==> config.mk <==
export PLATFORM = sky130hd
export DESIGN_NAME = macro_core
export DESIGN_NICKNAME = d
export VERILOG_FILES = /design/src/rtl/macro_pkg.sv /design/src/rtl/macro_alu.sv /design/src/rtl/macro_bitfield.sv /design/src/rtl/macro_regfile.sv /design/src/rtl/macro_core.sv
export SDC_FILE = /design/constraint.sdc
export NUM_CORES = 2
export LEC_CHECK = 0
export ABC_AREA = 1
export BUFFER_PORTS_ARGS = -buffer_cell sky130_fd_sc_hd__buf_4
export CORE_UTILIZATION = 30
export CTS_CLUSTER_SIZE = 16
export DETAILED_ROUTE_END_ITERATION = 10
export PLACE_DENSITY = 0.53
export SLEW_MARGIN = 10
export SYNTH_ARGS = -nofsm -noshare
export SYNTH_HDL_FRONTEND = slang
export SYNTH_SLANG_ARGS = --single-unit
export TNS_END_PERCENT = 5
==> constraint.sdc <==
create_clock -name clk_i -period 16.1 [get_ports clk_i]
set_input_delay 3.22 -clock clk_i [delete_from_list [all_inputs] [get_ports clk_i]]
set_output_delay 3.22 -clock clk_i [all_outputs]
set_load 0.005 [all_outputs]
==> src/rtl/macro_pkg.sv <==
package macro_pkg;
  typedef enum logic [2:0] {
    OP_ALU    = 3'd0,
    OP_ADDI   = 3'd1,
    OP_BF_INS = 3'd2,
    OP_BF_SHI = 3'd3,
    OP_BF_SHR = 3'd4,
    OP_READ   = 3'd5,
    OP_BAD    = 3'd6,
    OP_BRANCH = 3'd7
  } op_e;

  typedef enum logic [4:0] {
    FN_ADD  = 5'd0,
    FN_ADC  = 5'd1,
    FN_SUB  = 5'd2,
    FN_SBB  = 5'd3,
    FN_XOR  = 5'd8,
    FN_OR   = 5'd9,
    FN_AND  = 5'd10,
    FN_ANDN = 5'd11,
    FN_NAND = 5'd12
  } fn_e;

  // imm = {dbit,size,sbit,srcb}; ALU function = sbit; branch nz = res[0], annul = res[1]
  typedef struct packed {
    logic [4:0] dbit;
    logic [4:0] size;
    logic [4:0] sbit;
    logic [2:0] srcb;
    logic [2:0] srca;
    logic [2:0] dst;
    logic       xit;
    logic [2:0] res;
    logic       rsv;
    logic [2:0] op;
  } insn_t;
endpackage

==> src/rtl/macro_alu.sv <==
module macro_alu
  import macro_pkg::*;
#(
  parameter int W = 32
) (
  input  logic [4:0]   fn_i,
  input  logic [W-1:0] a_i,
  input  logic [W-1:0] b_i,
  input  logic         c_i,
  output logic [W-1:0] res_o,
  output logic         c_o,
  output logic         upd_o,
  output logic         ok_o
);
  logic [W:0] sum, dif;
  logic       cin_add, cin_sub;

  assign cin_add = c_i & (fn_i == FN_ADC);
  assign cin_sub = c_i & (fn_i == FN_SBB);
  assign sum = {1'b0, a_i} + {1'b0, b_i} + {{W{1'b0}}, cin_add};
  assign dif = {1'b0, a_i} - {1'b0, b_i} - {{W{1'b0}}, cin_sub};

  always_comb begin
    res_o = '0;
    c_o   = 1'b0;
    upd_o = 1'b0;
    ok_o  = 1'b1;
    case (fn_i)
      FN_ADD, FN_ADC: begin res_o = sum[W-1:0]; c_o = sum[W]; upd_o = 1'b1; end
      FN_SUB, FN_SBB: begin res_o = dif[W-1:0]; c_o = dif[W]; upd_o = 1'b1; end
      FN_XOR:  res_o = a_i ^ b_i;
      FN_OR:   res_o = a_i | b_i;
      FN_AND:  res_o = a_i & b_i;
      FN_ANDN: res_o = a_i & ~b_i;
      FN_NAND: res_o = ~(a_i & b_i);
      default: ok_o = 1'b0;
    endcase
  end
endmodule

==> src/rtl/macro_bitfield.sv <==
module macro_bitfield
  import macro_pkg::*;
#(
  parameter int W = 32,
  localparam int SW = $clog2(W)
) (
  input  logic [2:0]    mode_i,
  input  logic [W-1:0]  a_i,
  input  logic [W-1:0]  b_i,
  input  logic [SW-1:0] sbit_i,
  input  logic [SW-1:0] size_i,
  input  logic [SW-1:0] dbit_i,
  output logic [W-1:0]  res_o
);
  logic [W-1:0] mask;
  assign mask = (W'(1) << size_i) - W'(1);

  always_comb begin
    case (mode_i)
      OP_BF_INS: res_o = (a_i & ~(mask << dbit_i)) | (((b_i >> sbit_i) & mask) << dbit_i);
      OP_BF_SHI: res_o = ((a_i >> b_i[SW-1:0]) & mask) << dbit_i;
      default:   res_o = ((a_i >> sbit_i) & mask) << b_i[SW-1:0];
    endcase
  end
endmodule

==> src/rtl/macro_regfile.sv <==
module macro_regfile #(
  parameter int NREG = 8,
  parameter int W    = 32,
  localparam int AW  = $clog2(NREG)
) (
  input  logic          clk_i,
  input  logic          rst_ni,
  input  logic          clr_i,
  input  logic          we_i,
  input  logic [AW-1:0] waddr_i,
  input  logic [W-1:0]  wdata_i,
  input  logic [AW-1:0] raddr_a_i,
  input  logic [AW-1:0] raddr_b_i,
  output logic [W-1:0]  rdata_a_o,
  output logic [W-1:0]  rdata_b_o
);
  logic [W-1:0] q [1:NREG-1];

  for (genvar i = 1; i < NREG; i++) begin : g_reg
    always_ff @(posedge clk_i or negedge rst_ni) begin
      if (!rst_ni)                              q[i] <= '0;
      else if (clr_i)                           q[i] <= '0;
      else if (we_i && waddr_i == AW'(i))       q[i] <= wdata_i;
    end
  end

  // register 0 is never stored
  always_comb begin
    rdata_a_o = '0;
    rdata_b_o = '0;
    for (int i = 1; i < NREG; i++) begin
      if (raddr_a_i == AW'(i)) rdata_a_o = q[i];
      if (raddr_b_i == AW'(i)) rdata_b_o = q[i];
    end
  end
endmodule

==> src/rtl/macro_core.sv <==
module macro_core
  import macro_pkg::*;
#(
  parameter int PC_W     = 10,
  parameter int METHOD_W = 12
) (
  input  logic                clk_i,
  input  logic                rst_ni,
  input  logic                start_i,
  output logic [PC_W-1:0]     pm_addr_o,
  input  logic [31:0]         pm_data_i,
  output logic [METHOD_W-1:0] rd_addr_o,
  input  logic [31:0]         rd_data_i,
  output logic                res_valid_o,
  output logic [2:0]          res_op_o,
  output logic [2:0]          res_dst_o,
  output logic [31:0]         res_value_o,
  input  logic                wb_we_i,
  input  logic [31:0]         wb_data_i,
  output logic                busy_o,
  output logic                done_o,
  output logic                err_o
);
  localparam int W    = 32;
  localparam int NREG = 8;
  localparam int IMMW = 18;

  logic            busy_q, done_q, err_q, carry_q, dly_q, xit_q;
  logic [PC_W-1:0] pc_q, tgt_q, br_tgt;

  insn_t      ins;
  op_e        op;
  logic [W-1:0] imm, a, b, addsum, alu_res, bf_res;
  logic       alu_c, alu_upd, alu_ok, illegal, is_br, br_taken;

  assign ins = insn_t'(pm_data_i);
  assign op  = op_e'(ins.op);
  assign imm = {{(W-IMMW){ins.dbit[4]}}, ins.dbit, ins.size, ins.sbit, ins.srcb};

  macro_regfile #(.NREG(NREG), .W(W)) i_regfile (
    .clk_i     (clk_i),
    .rst_ni    (rst_ni),
    .clr_i     (!busy_q && start_i),
    .we_i      (res_valid_o && wb_we_i),
    .waddr_i   (ins.dst),
    .wdata_i   (wb_data_i),
    .raddr_a_i (ins.srca),
    .raddr_b_i (ins.srcb),
    .rdata_a_o (a),
    .rdata_b_o (b)
  );

  macro_alu #(.W(W)) i_alu (
    .fn_i  (ins.sbit),
    .a_i   (a),
    .b_i   (b),
    .c_i   (carry_q),
    .res_o (alu_res),
    .c_o   (alu_c),
    .upd_o (alu_upd),
    .ok_o  (alu_ok)
  );

  macro_bitfield #(.W(W)) i_bitfield (
    .mode_i (ins.op),
    .a_i    (a),
    .b_i    (b),
    .sbit_i (ins.sbit),
    .size_i (ins.size),
    .dbit_i (ins.dbit),
    .res_o  (bf_res)
  );

  assign addsum   = a + imm;
  assign illegal  = ins.rsv || op == OP_BAD || (op == OP_ALU && !alu_ok);
  assign is_br    = op == OP_BRANCH;
  // branches inside a delay slot are not taken
  assign br_taken = is_br && !dly_q && (ins.res[0] ? (|a) : ~(|a));
  assign br_tgt   = pc_q + imm[PC_W-1:0];

  always_comb begin
    case (op)
      OP_ALU:                        res_value_o = alu_res;
      OP_BF_INS, OP_BF_SHI, OP_BF_SHR: res_value_o = bf_res;
      OP_READ:                       res_value_o = rd_data_i;
      default:                       res_value_o = addsum;
    endcase
  end

  assign res_valid_o = busy_q && !illegal && !is_br;
  assign res_op_o    = ins.res;
  assign res_dst_o   = ins.dst;
  assign rd_addr_o   = addsum[METHOD_W-1:0];
  assign pm_addr_o   = pc_q;
  assign busy_o      = busy_q;
  assign done_o      = done_q;
  assign err_o       = err_q;

  always_ff @(posedge clk_i or negedge rst_ni) begin
    if (!rst_ni) begin
      busy_q  <= 1'b0;
      done_q  <= 1'b0;
      err_q   <= 1'b0;
      carry_q <= 1'b0;
      dly_q   <= 1'b0;
      xit_q   <= 1'b0;
      pc_q    <= '0;
      tgt_q   <= '0;
    end else if (!busy_q) begin
      done_q <= 1'b0;
      if (start_i) begin
        busy_q  <= 1'b1;
        err_q   <= 1'b0;
        carry_q <= 1'b0;
        dly_q   <= 1'b0;
        xit_q   <= 1'b0;
        pc_q    <= '0;
        tgt_q   <= '0;
      end
    end else if (illegal) begin
      err_q  <= 1'b1;
      busy_q <= 1'b0;
    end else begin
      if (op == OP_ALU && alu_upd) carry_q <= alu_c;
      if (dly_q) begin
        pc_q  <= tgt_q;
        dly_q <= 1'b0;
      end else if (br_taken && ins.res[1]) begin
        pc_q <= br_tgt;
      end else begin
        pc_q <= pc_q + PC_W'(1);
        if (br_taken) begin
          dly_q <= 1'b1;
          tgt_q <= br_tgt;
        end
      end
      if (xit_q) begin
        busy_q <= 1'b0;
        done_q <= 1'b1;
      end else if (ins.xit) begin
        xit_q <= 1'b1;
      end
    end
  end
endmodule

==> metrics.md <==
| Metric | Value |
|---|---|
| Max VDD drop | 0.0887 mV |
| Initial antenna violation count | 1 |
| Slowest CP cell | o31ai_1 |
| Number of global-route vias before repair | 40300 |
| Post-synth EDFFs | 0 |
| Syn Nets | 6336 |
| TNS Setup | 0 ns |
| Rel. slew slack | 6.87% |
| Gr usage total | 34.4% |
| CTS resizes | 0 |
| Pwr Density | 112 nW/um2 |
| Postcts setup bufs | 0 |
| Row count | 124 |
| FF+latch area | 6260 um2 |
| Worst-Skew Late Latency | 0.61 ns |
| Post-route clock period utilization | 86.7% |
| Die height | 342 um |
| N_diodes | 0 |
| Total gr overflow | 0 |
| Port bufs | 161 |
| Post-Place Cells | 7430 |
| Boundary pin count | 164 |
| Critical path startpoint category | primary input |
| TritonCTS Buffers | 29 |
| Worst-case clock buffer depth | 3 |
| Post-DP HPWL | 160000 um |
| Most frequent cells in the layout | nand2_1 (1764), nand3_1 (1208), o21ai_0 (439), inv_1 (392), nor2_1 (375) |
| Post-synth ARST share | 100% |
| Most common cell after layout, fill and taps aside | nand2_1 |
| Setup slack after layout | 2.14 ns |
| Area grow syn2layout | 9.95% |
| Max_cap viols | 0 |
| Global-route wire length before repair | 294000 um |
| H-tree depth | 1 |
| Largest net degree at the start of global routing | 138 |
| Initial core utilization | 30.3% |
| Setup Viol. Count Final | 0 |
| Ys flop type | dfrtp_1 |
| Post-synthesis sequential area ratio | 18.1% |
| DP Worst Slack | 2.37 ns |
| Non-Filler Instances | 7484 |
| Netlist cell types | 60 |
| Drt wl/cell | 27.7 um |
| DR vias | 44600 |
| Lkg Pwr | 18.1 nW |
| Post-Syn Area | 34600 um2 |
| Final Hold Fails | 0 |
| Final GP Congestion | 1.11 |
| Initial DRC Count | 6972 |
| #FFs+latches synth | 250 |
| Detail Route Antenna Nets | 0 |
| Minimum clock period | 13.96 ns |
| Final WL | 207000 um |
| Clock tree sinks | 250 |
| Synth Instances | 6032 |
| Largest stage delay, worst path | 1.13 ns |
| Core ar. | 114000 um2 |
| Peak Freq | 71.6 MHz |
| First-pass DRT Iterations | 9 |
| Avg Inst Size Synth | 5.74 um2 |
| Net count, final | 6253 |
| Critical Path RT | 12.88 ns |
| Multi-input logic area | 25200 um2 |
| Unrepaired setup endpoints after global routing | no |
| Filler cells | 13000 |
| Clk slew on worst S/H paths | 0.05 ns |
| Routed vias/inst | 5.96 |
| Hold WS | 0.510 ns |
| Residual DRC | 0 |
| Crit path DAT | 10.74 ns |
| DIE AREA | 117000 um2 |
| Clk root buf | clkbuf_16 |
| Worst slew pin tran | 1.39 ns |
| Die W | 342 um |
| Hold Buf Count CTS | 0 |
| CTS tree | built |
| Run status | finished, final reports clean |
| Synth warn | 0 |
| Pwr Total | 4.28 mW |
| Crit path kind | primary input to primary output |
| Slew Viols, Final | 0 |
| Tightest Hold Check Type | flip-flop to flip-flop |
| Share of layout cells above drive strength 1 | 6.85% |
| Max Fanout on Critical Path | 35 |
| CP endpoint kind | primary output |
| Skew final | 0.0454 ns |
## critical path: cells and delay by family
kind                     cells  cell delay [ns]
AO/OA/AOI/OAI                8             2.50
buffers and inverters        9             2.52
adder cells (fa/ha/maj)      2             0.85
AND/OR/NAND/NOR              8             1.55
## stage by stage
| step | cell area [um2] | util (%) |
|---|---|---|
| after detailed placement | 36900 | 32.3 |
| final | 38000 | 33.3 |
| after CTS | 38000 | 33.3 |
| after floorplan | 34600 | - |
| after global routing | 38000 | 33.3 |
| after global placement | 36900 | 32.3 |
## layer usage
layer | GRT usage, % | vias up | part of all wire (%)
met1 | 49.0 | 21000 | 43
li1 | - | 20400 | -
met2 | 48.7 | 2762 | 40
met4 | 17.2 | 2 | 6.0
met3 | 6.59 | 393 | 11
met5 | 0 | - | 0.0063
## where the power goes
part | leakage [nW] | switching (mW) | internal [mW]
Combinational | 14.3 | 1.93 | 0.720
Clock | 0.556 | 0.288 | 0.481
Sequential | 3.21 | 0.0937 | 0.759
Total | 18.1 | 2.31 | 1.96
## state kept, by name, summed over array words and instances, names as in the netlist
| name | cells |
|---|---|
| busy_o | 1 |
| tgt_q | 10 |
| dly_q | 1 |
| carry_q | 1 |
| xit_q | 1 |
| i_regfile.q | 224 |
| pm_addr_o | 10 |
| done_o | 1 |
| err_o | 1 |
## kinds of logic (layout without fill, tap and decap cells)
logic type,Yosys count,after routing,synth area share [%]
muxes,4,4,0.116
xor gates and xnor gates,60,60,1.52
DFF,250,250,18.1
AOI/OAI and AO/OA,1026,1026,16.7
buffers and inverters,813,753,9.39
and+or+nand+nor,3675,3675,46.7
adders and majority gates,204,204,7.51
## layout make-up
| cell class | instances | area share, % |
|---|---|---|
| multi-input combinational | 4969 | 66.2 |
| sequential | 250 | 16.4 |
| timing repair buffer | 255 | 5.08 |
| tap | 1512 | 4.97 |
| inverter | 444 | 4.39 |
| clock buffer | 43 | 2.36 |
| clock inverter | 11 | 0.579 |
## cells in the mapped netlist (3+ instances only)
cell type  number  area share (%)
nand3b_1        5            0.11
o221ai_1       13            0.33
buf_1          83            0.90
a21o_1          6            0.13
dfrtp_1       250              18
nand3_1      1208              17
o21bai_1       16            0.35
buf_2          91             1.3
clkbuf_1      174             1.9
a31oi_1        19            0.34
clkinv_1        7           0.076
fa_1            6            0.35
a21boi_0        6            0.13
xor2_1         43             1.1
a21oi_1       268             3.9
nand2_1      1768              19
nand4_1       233             4.2
o21a_1          9            0.20
nor3_4          4            0.19
a22oi_1        12            0.26
a221oi_1       10            0.25
nor2_1        379             4.1
nor3_1         31            0.45
nand2_2         6            0.11
nor4_1          6            0.11
xnor2_1        17            0.43
or2_2          19            0.34
buf_4          20            0.43
mux2i_1         4            0.12
o21ai_0       439             6.3
a211oi_1       27            0.59
nor3_2          4            0.12
o22ai_1        25            0.45
inv_1         393             4.3
o2111ai_1       4            0.10
nor2_4          3           0.098
ha_1          198             7.2
o21ai_2         3           0.076
o31ai_1        12            0.26
o211ai_1       81             1.8
inv_2          43            0.47
o21ai_1        65            0.94
## path summary, 6_finish.rpt
check,start,to,slack (ns),depth (start not counted)
worst max register to register,i_regfile.q[161],carry_q,10.91,24
max in group asynchronous,rst_ni,i_regfile.q[20],12.14,2
min in group asynchronous,rst_ni,tgt_q[9],2.65,1
worst max-delay path,pm_data_i[16],res_value_o[29],2.14,27
worst min register to register,i_regfile.q[201],i_regfile.q[201],0.51,2
worst min-delay path,i_regfile.q[201],i_regfile.q[201],0.51,2
No activity file was read; power rests on OpenSTA's default activity.
